File: src/rtl/word_alu_pkg.sv
package word_alu_pkg;

    typedef enum logic [4:0] {
        OP_ADD   = 5'd0,
        OP_SUB   = 5'd1,
        OP_RSUB  = 5'd2,
        OP_INC   = 5'd3,
        OP_DEC   = 5'd4,
        OP_NEG   = 5'd5,
        OP_AND   = 5'd6,
        OP_OR    = 5'd7,
        OP_XOR   = 5'd8,
        OP_NOT   = 5'd9,
        OP_ANDN  = 5'd10,
        OP_ORN   = 5'd11,
        OP_SHL   = 5'd12,
        OP_SHR   = 5'd13,
        OP_ASR   = 5'd14,
        OP_ROTL  = 5'd15,
        OP_ROTR  = 5'd16,
        OP_COMP  = 5'd17,
        OP_UCOMP = 5'd18,
        OP_COMPZ = 5'd19,
        OP_TBIT  = 5'd20,
        OP_SBIT  = 5'd21,
        OP_CBIT  = 5'd22,
        OP_FFO   = 5'd23,
        OP_FLZ   = 5'd24
    } alu_op_e;

    typedef enum logic [2:0] {
        SH_LEFT_LOG  = 3'd0,
        SH_RIGHT_LOG = 3'd1,
        SH_RIGHT_AR  = 3'd2,
        SH_ROT_LEFT  = 3'd3,
        SH_ROT_RIGHT = 3'd4
    } shift_kind_e;

    typedef struct packed {
        logic z;
        logic n;
    } alu_flags_t;

endpackage

File: src/rtl/word_alu_shift.sv
module word_alu_shift
    import word_alu_pkg::*;
#(
    parameter int WIDTH = 32,
    localparam int SHW  = $clog2(WIDTH)
) (
    input  logic [WIDTH-1:0] data_i,
    input  logic [SHW-1:0]   amt_i,
    input  shift_kind_e      kind_i,
    output logic [WIDTH-1:0] res_o,
    output logic             lost_zero_o
);

    localparam logic [WIDTH-1:0] ALL_ONES = {WIDTH{1'b1}};

    logic [SHW:0]       back_amt;
    logic [2*WIDTH-1:0] sext;
    logic [2*WIDTH-1:0] sext_sh;
    logic [WIDTH-1:0]   hi_lost;
    logic [WIDTH-1:0]   lo_lost;

    always_comb begin
        back_amt = (SHW+1)'(WIDTH) - {1'b0, amt_i};
        sext     = {{WIDTH{data_i[WIDTH-1]}}, data_i};
        sext_sh  = sext >> amt_i;
        // bits that leave the word at the top or the bottom
        hi_lost  = data_i & ~(ALL_ONES >> amt_i);
        lo_lost  = data_i & ~(ALL_ONES << amt_i);

        res_o       = data_i << amt_i;
        lost_zero_o = (hi_lost == '0);
        case (kind_i)
            SH_LEFT_LOG: begin
                res_o       = data_i << amt_i;
                lost_zero_o = (hi_lost == '0);
            end
            SH_RIGHT_LOG: begin
                res_o       = data_i >> amt_i;
                lost_zero_o = (lo_lost == '0);
            end
            SH_RIGHT_AR: begin
                res_o       = sext_sh[WIDTH-1:0];
                lost_zero_o = (lo_lost == '0);
            end
            SH_ROT_LEFT: begin
                res_o       = (data_i << amt_i) | (data_i >> back_amt);
                lost_zero_o = 1'b1;
            end
            SH_ROT_RIGHT: begin
                res_o       = (data_i >> amt_i) | (data_i << back_amt);
                lost_zero_o = 1'b1;
            end
            default: begin
                res_o       = data_i;
                lost_zero_o = 1'b1;
            end
        endcase
    end

endmodule

File: src/rtl/word_alu_scan.sv
module word_alu_scan #(
    parameter int WIDTH = 32
) (
    input  logic [WIDTH-1:0] data_i,
    input  logic             seek_zero_i,
    output logic [WIDTH-1:0] index_o,
    output logic             none_o
);

    logic [WIDTH-1:0] probe;

    always_comb begin
        probe   = seek_zero_i ? ~data_i : data_i;
        index_o = '1;
        none_o  = 1'b1;
        // later (higher) hits override earlier ones
        for (int i = 0; i < WIDTH; i++) begin
            if (probe[i]) begin
                index_o = WIDTH'(i);
                none_o  = 1'b0;
            end
        end
    end

endmodule

File: src/rtl/word_alu_cmp.sv
module word_alu_cmp #(
    parameter int WIDTH = 32
) (
    input  logic [WIDTH-1:0] a_i,
    input  logic [WIDTH-1:0] b_i,
    input  logic             signed_i,
    output logic             eq_o,
    output logic             lt_o
);

    logic [WIDTH:0] a_ext;
    logic [WIDTH:0] b_ext;
    logic [WIDTH:0] diff;

    always_comb begin
        a_ext = {signed_i & a_i[WIDTH-1], a_i};
        b_ext = {signed_i & b_i[WIDTH-1], b_i};
        diff  = a_ext - b_ext;
        eq_o  = (a_i == b_i);
        lt_o  = diff[WIDTH];
    end

endmodule

File: src/rtl/word_alu.sv
module word_alu
    import word_alu_pkg::*;
#(
    parameter int WIDTH = 32,
    localparam int SHW  = $clog2(WIDTH)
) (
    input  logic             clk,
    input  logic             rst_n,
    input  logic             valid_i,
    input  logic [4:0]       op_i,
    input  logic [WIDTH-1:0] reg_i,
    input  logic [WIDTH-1:0] opnd_i,
    output logic [WIDTH-1:0] result_o,
    output logic             wr_en_o,
    output logic             flag_z_o,
    output logic             flag_n_o
);

    alu_op_e          op;
    logic [SHW-1:0]   amt;
    logic [WIDTH-1:0] bit_sel;

    // shared adder
    logic [WIDTH-1:0] add_a;
    logic [WIDTH-1:0] add_b;
    logic             add_cin;
    logic [WIDTH-1:0] add_sum;

    // shifter
    shift_kind_e      sh_kind;
    logic [WIDTH-1:0] sh_res;
    logic             sh_lost_zero;

    // compare
    logic [WIDTH-1:0] cmp_a;
    logic [WIDTH-1:0] cmp_b;
    logic             cmp_signed;
    logic             cmp_eq;
    logic             cmp_lt;

    // scan
    logic [WIDTH-1:0] sc_index;
    logic             sc_none;

    alu_flags_t flags_d;
    alu_flags_t flags_q;
    alu_flags_t flags_calc;
    logic [WIDTH-1:0] res_calc;
    logic             wr_calc;

    assign op      = alu_op_e'(op_i);
    assign amt     = opnd_i[SHW-1:0];
    assign bit_sel = {{(WIDTH-1){1'b0}}, 1'b1} << amt;

    // operand steering for the single adder
    always_comb begin
        add_a   = reg_i;
        add_b   = opnd_i;
        add_cin = 1'b0;
        case (op)
            OP_SUB: begin
                add_a   = reg_i;
                add_b   = ~opnd_i;
                add_cin = 1'b1;
            end
            OP_RSUB: begin
                add_a   = opnd_i;
                add_b   = ~reg_i;
                add_cin = 1'b1;
            end
            OP_INC: begin
                add_a   = opnd_i;
                add_b   = '0;
                add_cin = 1'b1;
            end
            OP_DEC: begin
                add_a   = opnd_i;
                add_b   = '1;
                add_cin = 1'b0;
            end
            OP_NEG: begin
                add_a   = '0;
                add_b   = ~opnd_i;
                add_cin = 1'b1;
            end
            default: begin
                add_a   = reg_i;
                add_b   = opnd_i;
                add_cin = 1'b0;
            end
        endcase
        add_sum = add_a + add_b + {{(WIDTH-1){1'b0}}, add_cin};
    end

    always_comb begin
        case (op)
            OP_SHR:  sh_kind = SH_RIGHT_LOG;
            OP_ASR:  sh_kind = SH_RIGHT_AR;
            OP_ROTL: sh_kind = SH_ROT_LEFT;
            OP_ROTR: sh_kind = SH_ROT_RIGHT;
            default: sh_kind = SH_LEFT_LOG;
        endcase
    end

    word_alu_shift #(.WIDTH(WIDTH)) shift_i (
        .data_i      (reg_i),
        .amt_i       (amt),
        .kind_i      (sh_kind),
        .res_o       (sh_res),
        .lost_zero_o (sh_lost_zero)
    );

    // COMPZ reuses the signed compare against zero
    assign cmp_a      = (op == OP_COMPZ) ? opnd_i : reg_i;
    assign cmp_b      = (op == OP_COMPZ) ? '0 : opnd_i;
    assign cmp_signed = (op != OP_UCOMP);

    word_alu_cmp #(.WIDTH(WIDTH)) cmp_i (
        .a_i      (cmp_a),
        .b_i      (cmp_b),
        .signed_i (cmp_signed),
        .eq_o     (cmp_eq),
        .lt_o     (cmp_lt)
    );

    word_alu_scan #(.WIDTH(WIDTH)) scan_i (
        .data_i      (opnd_i),
        .seek_zero_i (op == OP_FLZ),
        .index_o     (sc_index),
        .none_o      (sc_none)
    );

    // next-value process
    always_comb begin
        res_calc   = '0;
        wr_calc    = 1'b0;
        flags_calc = flags_q;
        case (op)
            OP_ADD, OP_SUB, OP_RSUB, OP_INC, OP_DEC, OP_NEG: begin
                res_calc = add_sum;
                wr_calc  = 1'b1;
            end
            OP_AND: begin
                res_calc = reg_i & opnd_i;
                wr_calc  = 1'b1;
            end
            OP_OR: begin
                res_calc = reg_i | opnd_i;
                wr_calc  = 1'b1;
            end
            OP_XOR: begin
                res_calc = reg_i ^ opnd_i;
                wr_calc  = 1'b1;
            end
            OP_NOT: begin
                res_calc = ~opnd_i;
                wr_calc  = 1'b1;
            end
            OP_ANDN: begin
                res_calc = reg_i & ~opnd_i;
                wr_calc  = 1'b1;
            end
            OP_ORN: begin
                res_calc = reg_i | ~opnd_i;
                wr_calc  = 1'b1;
            end
            OP_SHL, OP_SHR, OP_ASR: begin
                res_calc     = sh_res;
                wr_calc      = 1'b1;
                flags_calc.z = sh_lost_zero;
            end
            OP_ROTL, OP_ROTR: begin
                res_calc = sh_res;
                wr_calc  = 1'b1;
            end
            OP_COMP, OP_UCOMP, OP_COMPZ: begin
                flags_calc.z = cmp_eq;
                flags_calc.n = cmp_lt;
            end
            OP_TBIT: begin
                flags_calc.z = reg_i[amt];
            end
            OP_SBIT: begin
                res_calc = reg_i | bit_sel;
                wr_calc  = 1'b1;
            end
            OP_CBIT: begin
                res_calc = reg_i & ~bit_sel;
                wr_calc  = 1'b1;
            end
            OP_FFO, OP_FLZ: begin
                res_calc = sc_index;
                wr_calc  = 1'b1;
                if (sc_none) begin
                    flags_calc.z = 1'b1;
                    flags_calc.n = 1'b1;
                end
            end
            default: begin
                res_calc   = '0;
                wr_calc    = 1'b0;
                flags_calc = flags_q;
            end
        endcase

        flags_d = valid_i ? flags_calc : flags_q;
    end

    // register process
    always_ff @(posedge clk) begin
        if (!rst_n) begin
            flags_q <= '0;
        end else begin
            flags_q <= flags_d;
        end
    end

    assign result_o = res_calc;
    assign wr_en_o  = wr_calc;
    assign flag_z_o = flags_q.z;
    assign flag_n_o = flags_q.n;

endmodule

File: config.mk
export PLATFORM = sky130hd
export DESIGN_NAME = word_alu
export DESIGN_NICKNAME = d
export VERILOG_FILES = /design/src/rtl/word_alu_pkg.sv /design/src/rtl/word_alu_shift.sv /design/src/rtl/word_alu_scan.sv /design/src/rtl/word_alu_cmp.sv /design/src/rtl/word_alu.sv
export SDC_FILE = /design/constraint.sdc
export NUM_CORES = 1
export LEC_CHECK = 0
export BUFFER_PORTS_ARGS = -buffer_cell sky130_fd_sc_hd__clkbuf_2
export CAP_MARGIN = 30
export CORE_MARGIN = 4
export CORE_UTILIZATION = 30
export CTS_CLUSTER_DIAMETER = 80
export DETAILED_ROUTE_END_ITERATION = 6
export PLACE_DENSITY_LB_ADDON = 0.15
export SYNTH_ARGS = -nofsm -noshare
export SYNTH_HDL_FRONTEND = slang
export SYNTH_SLANG_ARGS = --single-unit
File: constraint.sdc
create_clock -name clk -period 29.4 [get_ports clk]
set_clock_uncertainty 0.05 [all_clocks]
set_input_delay 8.82 -clock clk [delete_from_list [all_inputs] [get_ports clk]]
set_output_delay 8.82 -clock clk [all_outputs]
set_load 0.02 [all_outputs]
======== Word-level counts from Yosys, hierarchy flattened ========
Index checks and enable logic that the tools add are counted.
word-level totals
  register bits ........................... 2
  input port bits ......................... 72
  output and inout bits ................... 35
  word-level logic and storage cells ...... 162
cells by class
  $add $sub $neg .......................... 4
  order comparisons ....................... 1
  equal/unequal tests ..................... 31
  shifts and indexed selects .............. 8
  mux-type cells .......................... 80
  bitwise operators ....................... 18
  reduce and logical (&&, ||, !) cells .... 18
operators by type and width
  kind                     number
  $mux W32                 35
  $pmux W32 S11            1
  $and A32 B32 Y32         5
  $not A32 Y32             5
  $or A32 B32 Y32          5
  $pmux W32 S5             1
  $pmux W32 S4             1
  $logic_not A32 Y1        2
  $pmux W32 S2             1
  $shr A64 B5 Y32          1
  $eq A5 B5 Y1 const B     9
  $eq A5 B4 Y1 const B     8
  $mux W1                  35
  $sub A33 B33 Y33         1
  $add A32 B1 Y32          1
  $add A32 B32 Y32         1
  $eq A32 B32 Y1           1
  $shl A1 B5 Y32 const A   1
  $shl A32 B5 Y32          1
  $shl A32 B5 Y32 const A  1
  $shl A32 B6 Y32          1
  $shr A32 B5 Y32          1
  $shr A32 B5 Y32 const A  1
  $shr A32 B6 Y32          1
  other kinds (28)         40

======== Depth between registers and ports, before layout ========
  depth in word-level cells ............... 36
  depth in mapped cells ................... 20
  gate-level depth less buffers ........... 15

======== Cells and area by module ========
Synthesis repeated with hierarchy kept, for this count alone.
unflattened totals
  cells, all modules ...................... 2653
  area total of the unflattened synthesis .. 18888.1 µm²
modules (own cells, without submodules)
  module          instances  cells an instance  area an instance (µm²)  seq. area each (µm²)
  word_alu_shift  1          1254               9851.9                  0.0
  word_alu        1          1106               7103.1                  40.0
  word_alu_scan   1          173                1081.0                  0.0
  word_alu_cmp    1          120                852.1                   0.0

======== Worst setup path after synthesis ========
No wires, ideal clock.
  kind .................................... input -> output
  start ................................... input port op_i[1]
  end ..................................... output port result_o[16]
  arrival time ............................ 13366 ps
  data required time ...................... 20530 ps
  setup slack ............................. 7164 ps
  stages on the path ...................... 19
  path buffers ............................ 6
  path through ............................ buf_2 -> clkbuf_1 -> clkbuf_1 -> nand2_1 -> nand2_1 -> clkbuf_1 -> buf_2 -> buf_2 -> nor2_1 -> fa_1 -> fa_1 -> a211oi_1 -> o21ai_0 -> a31o_2 -> a21oi_1 -> a211oi_1 -> o21a_1 -> o21a_1 -> o31ai_1
between the ends
  longest elaborated chain between the ends .. 35
  elaborated cells on any way between the ends .. 73
  classes of those cells .................. 2 x add/sub; 24 x eq/ne; 39 x mux; 8 x reduce/logical
RTL lines
  item                    line                              text
  start, declared         word_alu.sv:10                    input logic [4:0] op_i,
  $eq A5 B5 Y1            word_alu.sv:128, word_alu.sv:138
  $mux W32                word_alu_scan.sv:13               probe = seek_zero_i ? ~data_i : data_i;
  $mux W32 (32 in a row)  word_alu_scan.sv:18               if (probe[i]) begin
  $pmux W32 S11 (*)       word_alu.sv:138                   case (op)
  end, declared           word_alu.sv:13                    output logic [WIDTH-1:0] result_o,
Mark *: on every way between the ends. The rest lies on a longest branch, timed or not.

======== Worst setup path after layout ========
  start ................................... input port op_i[1]
  end ..................................... output port result_o[28]
The elaborated chain is that of the path after synthesis.

==> run metrics <==
Main synth FF type dfxtp_1; Critical path origin op_i[1]; number of clock sinks 2; setup tns final 0 ns; RR Startpoint flag_n_o; number of core rows 86; # IOs roughly 110; Leak 6.561 nW; DP HPWL 72,290 um; maxcap violations 0; worst reg2reg setup slack ~29 ns; worst path required time ~20 ns; Syn Std Cell Area around 17,000 sq um; commonest cells in the netlist nor2_1 (313), nand2_1 (284), a21oi_1 (213); CP Capture Type output port; Clock Latency Late Sink 0.22 ns; core area 55,200 sq um; area growth from synthesis to layout 4.301%; gpl congestion about 1.1; most numerous cell in the Yosys netlist nor2_1; final non-filler cell area around 17,000 sq um; clock buffer count from CTS 3; DRT iter0 DRCs 3,643; Post-synth EDFFs 0; HP Class reg -> reg; nets 2,494; die area roughly 60,000 sq um; via count between 20,000 and 25,000; Comb power frac 0.946; hold-fix buffers at CTS 0; first-pass GRT wire length between 100,000 and 150,000 um; Avg Cell Area, Syn a little under 7 sq um; Synth Instances about 2,500; CP Data Arrival Time between 10 and 15 ns; initial antenna violation count 3; final wirelength 103,800 um; post-synthesis register bit count 2; failing checks DRC; Post-DRT Antenna Nets 0; count of cell types in the netlist 100; vias in the first global route between 20,000 and 25,000; worst reg-to-reg path cell count 2; chip width 244.1 um; clock-pin slew on the worst setup and hold paths around 0.030 ns; reg2reg end flag_n_o; Sw Ratio 0.6349; WL per Instance approximately 34 um; layout cells sized above 1 0.1564; DR pass1 iterations 7; share of the synthesized area in the top cell type 0.1373; setup bufs post-CTS 0; worst rel slew slack 0.2782; crit-path leading delay family simple AND/OR/NAND/NOR gates; Initial Util 0.3030; Crit. path cell count 16; CP Capture Point result_o[28]; Via density 6.971; worst hold start flag_z_o; number of synthesis warnings 0; Syn Nets ~2,600; sequential power share 0.007; status complete, but fails checks; fill count around 6,100; GRT Total Usage 0.3294; PortBufs around 110; Sw Pwr about 0.28 mW; leading area contributor after synthesis mux4_2; Int Power around 0.16 mW; hold path depth 2; H-tree depth 1; power share of the clock group 0.047; largest net degree at the start of global routing 75; Max VDD drop about 18 uV; CP bufs+invs 3; root buffer cell clkbuf_16; Resized cells post-CTS 0; GR Overflow Total 0; Finished Core Util 0.3161; top area cells in the synthesized netlist mux4_2 (14%), nor2_1 (7.0%), a21oi_1 (6.4%); Final Hold Viols 0; # DRC 25; CP max FO 57; pwr dens 25.17 nW/um^2; Tcrit/Tclk final 0.7807; crit path kind in -> out; final worst path period need 22.95 ns; Async S/R FF share, synth 0; CTS tree built; fmax ~0.044 GHz; startpoint types input pin; cell area after placement roughly 17,000 sq um; clock buffer depth 2; Pins Over Slew Limit 0; CP peak stage delay approximately 0.70 ns; CP Cell Sequence clkbuf_2 -> buf_4 -> or2_2 -> nor2_1 -> nor2_1 -> o22a_1 -> ha_1 -> o21ai_0 -> o21ai_0 -> a311oi_1 -> nor3b_1 -> o21ai_2 -> o21bai_1 -> mux2_2 -> o2111ai_1 -> clkbuf_2; Final setup viols 0; DIE HEIGHT between 200 and 250 um; Worst-Margin Slew around 1.1 ns; post-synthesis sequential area ratio 0.002394; RSZ-0062 raised after global routing no; slowest stage cell, crit path nor2_1
==> power groups by stage <==
stage,combinational (mW),sequential [mW],clock (mW)
after floorplan,0.268,0.00318,0
after global placement,0.400,0.00305,0
after detailed placement,0.399,0.00304,0
after CTS,0.401,0.00301,0.0209
after global routing,0.437,0.00303,0.0216
final,0.416,0.00300,0.0207
==> logic make-up after synthesis <==
kind of cell / share of synthesized area
muxes: 0.2275
and+or+nand+nor: 0.2444
AOI/OAI and AO/OA: 0.3611
buffers and inverters: 0.09649
adders and majority gates: 0.05670
xor gates and xnor gates: 0.01152
DFF: 0.002394
==> worst reg2reg max path, delay by kind of cell (launching register included) <==
family	cells	cell delay (ns)
AOI/OAI and AO/OA	1	0.06
DFF	1	0.34
and+or+nand+nor	1	0.25
==> stage by stage <==
step | total power [mW] | hold WS [ns] | cells | worst slack (ns)
global route | 0.4616 | 0.5554 | 3095 | 6.172
CTS | 0.4249 | 0.5250 | 3095 | 6.603
detailed placement | 0.4025 | 0.5231 | 3092 | 6.601
floorplan | 0.2716 | 0.5555 | 2482 | 7.164
global placement | 0.4033 | 0.5106 | 3090 | 6.636
finish | 0.4392 | 0.5193 | 3098 | 6.446
==> per-layer routing <==
metal  global-route usage  share of wire  vias up
li1                     -              -     9249
met1               0.4588           0.41    10547
met2               0.4900           0.42     1559
met3              0.08498           0.12      239
met4               0.1197          0.045        2
met5                    0        0.00013        -
==> placed cells by master, fill, tap and decap left out, drive strengths merged, types with 35 or more instances in the layout <==
master,Yosys,routed
mux2i,86,86
o21ai,191,191
a31oi,35,35
ha,71,71
o221ai,46,46
nand3,52,52
mux4,115,115
o22ai,52,52
a22o,35,35
nor2,317,317
a211oi,50,50
buf,120,84
nand2,284,284
nor3,57,57
clkbuf,203,104
a21oi,213,213
==> sequential cells by signal, summed over array words and instances (netlist names) <==
name,cells
flag_n_o,1
flag_z_o,1
==> how the worst min path moves through the flow <==
| stage | end | slack (ns) |
|---|---|---|
| floorplan | flag_z_o | 0.56 |
| global placement | flag_z_o | 0.51 |
| detailed placement | flag_z_o | 0.52 |
| CTS | flag_z_o | 0.53 |
| global route | flag_n_o | 0.56 |
| finish | flag_z_o | 0.52 |
==> area by class of cell <==
cell class | instances | area [sq um] | share of cell area
flip-flops and latches | 2 | 40.04 | 0.002295
repair buffers | 185 | 1135 | 0.06505
inverters | 34 | 127.6 | 0.007315
well taps | 748 | 935.9 | 0.05364
diodes | 3 | 7.507 | 0.0004303
multi-input cells | 2123 | 15130 | 0.8670
clock buffers | 3 | 75.07 | 0.004303
(Power assumes the default switching activity.)
